===== src/rtl/tod_pkg.sv =====
package tod_pkg;
  typedef enum logic [1:0] {
    REG_CTRL = 2'd0,
    REG_SECS = 2'd1,
    REG_HOLD = 2'd2,
    REG_ALRM = 2'd3
  } tod_reg_e;

  localparam int unsigned CTRL_AE_BIT  = 2;
  localparam int unsigned CTRL_AIE_BIT = 1;
  localparam int unsigned CTRL_AIF_BIT = 0;
endpackage


===== src/rtl/tod_counter.sv =====
module tod_counter #(
  parameter int unsigned FRAC_W = 16,
  parameter int unsigned SEC_W  = 32
) (
  input  logic              clk,
  input  logic              rst,
  input  logic              tick_en,
  input  logic              sec_wr,
  input  logic [SEC_W-1:0]  sec_wdata,
  output logic [FRAC_W-1:0] frac_q,
  output logic [SEC_W-1:0]  sec_q
);
  localparam logic [FRAC_W-1:0] FRAC_MAX = {FRAC_W{1'b1}};

  logic carry;
  assign carry = tick_en && (frac_q == FRAC_MAX);

  // fraction: cleared by either reset and by a seconds write
  always_ff @(posedge clk) begin
    if (rst)          frac_q <= '0;
    else if (sec_wr)  frac_q <= '0;
    else if (tick_en) frac_q <= frac_q + 1'b1;
  end

  // seconds: no reset at all, gated off while a reset is held
  always_ff @(posedge clk) begin
    if (!rst) begin
      if (sec_wr)     sec_q <= sec_wdata;
      else if (carry) sec_q <= sec_q + 1'b1;
    end
  end
endmodule


===== src/rtl/tod_alarm.sv =====
module tod_alarm #(
  parameter int unsigned FRAC_W = 16
) (
  input  logic              clk,
  input  logic              rst,
  input  logic              tick_en,
  input  logic [FRAC_W-1:0] frac_q,
  input  logic              ctrl_wr,
  input  logic              wr_ae,
  input  logic              wr_aie,
  input  logic              alarm_wr,
  input  logic [FRAC_W-1:0] alarm_wdata,
  output logic [FRAC_W-1:0] alarm_q,
  output logic              ae_q,
  output logic              aie_q,
  output logic              aif_q,
  output logic              irq_q
);
  logic hit;
  // comparator is only evaluated while enabled
  assign hit = ae_q && tick_en && (frac_q == alarm_q);

  always_ff @(posedge clk) begin
    if (rst) begin
      ae_q  <= 1'b0;
      aie_q <= 1'b0;
    end else if (ctrl_wr) begin
      ae_q  <= wr_ae;
      aie_q <= wr_aie;
    end
  end

  always_ff @(posedge clk) begin
    if (rst)           alarm_q <= '0;
    else if (alarm_wr) alarm_q <= alarm_wdata;
  end

  // alarm write beats a coincident match
  always_ff @(posedge clk) begin
    if (rst)           aif_q <= 1'b0;
    else if (alarm_wr) aif_q <= 1'b0;
    else if (hit)      aif_q <= 1'b1;
  end

  always_ff @(posedge clk) begin
    if (rst) irq_q <= 1'b0;
    else     irq_q <= aif_q && aie_q;
  end
endmodule


===== src/rtl/tod_bus_regs.sv =====
module tod_bus_regs
  import tod_pkg::*;
#(
  parameter int unsigned DATA_W = 32,
  parameter int unsigned FRAC_W = 16
) (
  input  logic              clk,
  input  logic              rst,
  input  logic              rq_valid,
  input  logic              rq_write,
  input  logic [1:0]        rq_addr,
  input  logic [FRAC_W-1:0] frac_q,
  input  logic [DATA_W-1:0] sec_q,
  input  logic [FRAC_W-1:0] alarm_q,
  input  logic              ae_q,
  input  logic              aie_q,
  input  logic              aif_q,
  output logic              ctrl_wr,
  output logic              sec_wr,
  output logic              alarm_wr,
  output logic [DATA_W-1:0] rd_data
);
  localparam int unsigned PAD_W = DATA_W - FRAC_W;

  tod_reg_e          sel;
  logic              rd_en;
  logic              wr_en;
  logic [FRAC_W-1:0] hold_q;
  logic [DATA_W-1:0] rd_mux;

  assign sel      = tod_reg_e'(rq_addr);
  assign rd_en    = rq_valid && !rq_write;
  assign wr_en    = rq_valid && rq_write;
  assign ctrl_wr  = wr_en && (sel == REG_CTRL);
  assign sec_wr   = wr_en && (sel == REG_SECS);
  assign alarm_wr = wr_en && (sel == REG_ALRM);

  always_comb begin
    rd_mux = '0;
    case (sel)
      REG_CTRL: begin
        rd_mux[CTRL_AE_BIT]  = ae_q;
        rd_mux[CTRL_AIE_BIT] = aie_q;
        rd_mux[CTRL_AIF_BIT] = aif_q;
      end
      REG_SECS: rd_mux = sec_q;
      REG_HOLD: rd_mux = {{PAD_W{1'b0}}, hold_q};
      REG_ALRM: rd_mux = {{PAD_W{1'b0}}, alarm_q};
      default:  rd_mux = '0;
    endcase
  end

  // snapshot of the fraction taken with every seconds read
  always_ff @(posedge clk) begin
    if (rst)                           hold_q <= '0;
    else if (rd_en && sel == REG_SECS) hold_q <= frac_q;
  end

  always_ff @(posedge clk) begin
    if (rst)        rd_data <= '0;
    else if (rd_en) rd_data <= rd_mux;
  end
endmodule


===== src/rtl/tod_alarm_unit.sv =====
module tod_alarm_unit
  import tod_pkg::*;
#(
  parameter int unsigned DATA_W = 32,
  parameter int unsigned FRAC_W = 16
) (
  input  logic              clk,
  input  logic              por,
  input  logic              sys_rst,
  input  logic              tick_en,
  input  logic              rq_valid,
  input  logic              rq_write,
  input  logic [1:0]        rq_addr,
  input  logic [DATA_W-1:0] rq_wdata,
  output logic [DATA_W-1:0] rd_data,
  output logic              irq
);
  logic              rst;
  logic              ctrl_wr;
  logic              sec_wr;
  logic              alarm_wr;
  logic [FRAC_W-1:0] frac_q;
  logic [DATA_W-1:0] sec_q;
  logic [FRAC_W-1:0] alarm_q;
  logic              ae_q;
  logic              aie_q;
  logic              aif_q;

  assign rst = por || sys_rst;

  tod_counter #(.FRAC_W(FRAC_W), .SEC_W(DATA_W)) u_cnt (
    .clk(clk), .rst(rst), .tick_en(tick_en),
    .sec_wr(sec_wr), .sec_wdata(rq_wdata),
    .frac_q(frac_q), .sec_q(sec_q)
  );

  tod_alarm #(.FRAC_W(FRAC_W)) u_alm (
    .clk(clk), .rst(rst), .tick_en(tick_en), .frac_q(frac_q),
    .ctrl_wr(ctrl_wr), .wr_ae(rq_wdata[CTRL_AE_BIT]), .wr_aie(rq_wdata[CTRL_AIE_BIT]),
    .alarm_wr(alarm_wr), .alarm_wdata(rq_wdata[FRAC_W-1:0]),
    .alarm_q(alarm_q), .ae_q(ae_q), .aie_q(aie_q), .aif_q(aif_q), .irq_q(irq)
  );

  tod_bus_regs #(.DATA_W(DATA_W), .FRAC_W(FRAC_W)) u_bus (
    .clk(clk), .rst(rst), .rq_valid(rq_valid), .rq_write(rq_write), .rq_addr(rq_addr),
    .frac_q(frac_q), .sec_q(sec_q), .alarm_q(alarm_q),
    .ae_q(ae_q), .aie_q(aie_q), .aif_q(aif_q),
    .ctrl_wr(ctrl_wr), .sec_wr(sec_wr), .alarm_wr(alarm_wr), .rd_data(rd_data)
  );
endmodule


===== config.mk =====
export PLATFORM = sky130hd
export DESIGN_NAME = tod_alarm_unit
export DESIGN_NICKNAME = d
export VERILOG_FILES = /design/src/rtl/tod_pkg.sv /design/src/rtl/tod_counter.sv /design/src/rtl/tod_alarm.sv /design/src/rtl/tod_bus_regs.sv /design/src/rtl/tod_alarm_unit.sv
export SDC_FILE = /design/constraint.sdc
export NUM_CORES = 1
export LEC_CHECK = 0
export BUFFER_PORTS_ARGS = -buffer_cell sky130_fd_sc_hd__buf_2
export CAP_MARGIN = 20
export CORE_MARGIN = 4
export CORE_UTILIZATION = 35
export CTS_CLUSTER_DIAMETER = 200
export CTS_CLUSTER_SIZE = 20
export DETAILED_ROUTE_END_ITERATION = 16
export GPL_TIMING_DRIVEN = 0
export PLACE_DENSITY = 0.54
export SLEW_MARGIN = 0
export SYNTH_ARGS = -nofsm -noshare
export SYNTH_HDL_FRONTEND = slang
export SYNTH_SLANG_ARGS = --single-unit

===== constraint.sdc =====
create_clock -name clk -period 4.7 [get_ports clk]
set_input_delay 0.94 -clock clk [delete_from_list [all_inputs] [get_ports clk]]
set_output_delay 0.94 -clock clk [all_outputs]
set_load 0.1 [all_outputs]

==> metrics.txt <==
Worst Hold Depth=2; most frequent cells in the layout=nand2_1 (94), nor2_1 (89), buf_2 (87); critical path class=input port to register; core area=between 0.015 and 0.02 mm2; status=finished, final reports clean; CTS Buf Count=17; fill count=around 1,500; Final setup viols=0; P_sw=between 500 and 600 uW; # DRC=0; Power, Total=2520 uW; Area contributors post-synth=dfxtp_1 (31%), edfxtp_1 (18%), xor2_1 (7.4%), nand2_1 (6.5%), nor2_1 (6.1%); worst clock skew=between 0.004 and 0.005 ns; synthesized area=~0.0054 mm2; Diodes inserted=0; layout cell share with drive strength beyond 1=0.212; max-cap violation count=0; worst stage delay on the critical path=just over 0.6 ns; Post-synth EDFFs=32; HPWL after DPL=around 12,000 um; antenna-violating nets left=0; Worst Max-Slew Pin Slew=0.822 ns; Hold EP=u_bus.hold_q[5]; critical path launch point type=input port; r2r setup slk=2.15 ns; first-pass GRT wire length=between 20,000 and 25,000 um; RSZ-0062 raised after global routing=no; WHS=between 0.4 and 0.5 ns; area leader, netlist=dfxtp_1; vias in the first global route=between 4,000 and 5,000; Syn-to-layout area delta=22.9%; largest net degree at the start of global routing=18; critical path arrival=just under 3 ns; YS warnings=0; Die ar.=0.0176 mm2; CTS sink count=~120; via count=about 4,600; Worst path slowest cell=a21oi_4; crit end category=register; Reg2Reg Depth=6; asr flop ratio synth=0; Final Critical Period=between 2 and 3 ns; clock-pin transition on the worst setup and hold timing paths=0.05 ns; Post-CTS Setup Inserts=0; chip width=approximately 130 um; post-synthesis net count=approximately 650; Critical R2R Launch=u_cnt.frac_q[1]; Synth top area share=0.309; Synth Instances=604; fin crit share=0.606; CP most frequent cell=clkbuf_1; hold buffer count at CTS=0; Seq pwr share=0.414; routed vias/inst=between 5 and 6; Rel. slew slack=0.452; clk_lat worst skew=between 0.4 and 0.5 ns; number of gates resized after CTS=0; CTS tree=built; unique cell type count in the Yosys netlist=38; Power Internal=approximately 2000 uW; most common cell after layout, fill and taps aside=nand2_1; Port Buffers=71; Leak Pwr=0.00249 uW; Seq/Total Area, Yosys=0.486; Max Buffers Root-to-Sink=2; Worst R2R End=u_cnt.sec_q[17]; grt ovf=0; global placement routability congestion=just under 0.9; register area=0.00264 mm2; area of the multi-input gates=0.00262 mm2; clock share of power=0.527; clock root cell=clkbuf_16; antenna violations before repair=0; drt total wl=~15,000 um; Hold Violations, Final=0; Initial Utilization=0.358; H-tree depth=4; I/O pins=73; CP Max Fanout=17; wire per inst=approximately 17 um; die height=133 um; Comb pwr share=0.059; #FFs+latches synth=between 100 and 150; Synth Flop Type=dfxtp_1; Worst Path Buf+Inv=4; worst hold start=u_bus.hold_q[5]; initial DRC count=312; Req. time, crit path=4.82 ns; Final Core Density=0.439; # rows=45; fmax=between 300 and 400 MHz; Hold Crit Class=register to register; switch share=0.222; nets@finish=approximately 740; CP cell instances=buf_2 > nor2b_1 > nand3_1 > clkbuf_1 > clkbuf_1 > a21oi_4 > buf_16; GR Util All Layers=0.175; maximum vdd drop=about 220 uV; First-pass DRT Iterations=5; synthesized area per cell=roughly 9 um2; P per Cell Area=377 mW/mm2; Crit path max-delay family=buffers and inverters; max-slew violation count=0; TNS Setup=0 ns
==> power groups by stage <==
stage                     Clock [uW]  Sequential [uW]  Combinational [uW]
after floorplan                    0             1090                65.8
after global placement             0             1060                 147
after detailed placement           0             1060                 149
after CTS                       1340             1040                 150
after global routing            1390             1040                 162
final                           1330             1040                 149
==> cells by family after synthesis <==
group,count (synthesis),synth area share
xor+xnor,61,0.0983
fa+ha+maj,2,0.00460
simple gates,267,0.222
buf+inv,41,0.0336
flops,116,0.486
compound gates,99,0.112
mux,18,0.0428
==> final cells by class <==
cell class                 count  share of cell area
buffer                        39              0.0262
clock buffer                  24              0.0785
clock inverter                 7              0.0137
inverter                       2             0.00112
multi-input combinational    447               0.392
sequential                   116               0.396
tap                          188              0.0352
timing repair buffer          72              0.0573
==> metrics by stage <==
step,std cells,worst slack (ns),cell area [um2]
detailed placement,864,1.43,6060
global route,895,1.74,6680
CTS,895,1.85,6680
global placement,863,-0.365,6030
floorplan,604,1.05,5440
finish,895,1.85,6680
==> tightest hold or removal path: cells and delay by family (launching register included) <==
kind	cells	cell delay, ns
flops	1	0.30
simple gates	1	0.05
compound gates	1	0.05
==> state kept, by name (all words and copies together) (netlist names) <==
register,flops
u_alm.aif_q,1
u_alm.ae_q,1
u_alm.aie_q,1
u_alm.irq_q,1
u_bus.rd_data,32
u_bus.hold_q,16
u_cnt.sec_q,32
u_alm.alarm_q,16
u_cnt.frac_q,16
==> how the worst max path moves through the flow <==
| stage | start | endpoint | slack (ns) | depth (start not counted) |
|---|---|---|---|---|
| finish | rq_addr[1] | u_cnt.sec_q[17] | 1.85 | 7 |
| global route | rq_addr[1] | u_cnt.sec_q[17] | 1.74 | 7 |
| CTS | rq_addr[1] | u_cnt.sec_q[17] | 1.85 | 7 |
| detailed placement | rq_addr[1] | u_cnt.sec_q[20] | 1.43 | 7 |
| global placement | rq_addr[1] | u_cnt.sec_q[20] | -0.36 | 6 |
| floorplan | tick_en | u_cnt.sec_q[0] | 1.05 | 5 |
==> synth_stat cells, drive strengths merged, types with 12 or more instances <==
cell type,number
a21oi,67
a221oi,13
a22oi,16
buf,20
clkbuf,19
dfxtp,84
edfxtp,32
mux2,12
nand2,94
nand3,22
nand4,20
nor2,91
nor3,20
xnor2,15
xor2,46
==> per-layer routing <==
metal	share of wire	GRT usage	vias to the layer above	routed length, um
met5	0	0	-	0
met4	0.021	0.0629	0	311
met3	0.051	0.0475	21	768
met2	0.45	0.268	123	6710
met1	0.48	0.238	2110	7250
li1	-	-	2296	-
Power figures use the tool's default switching activity.
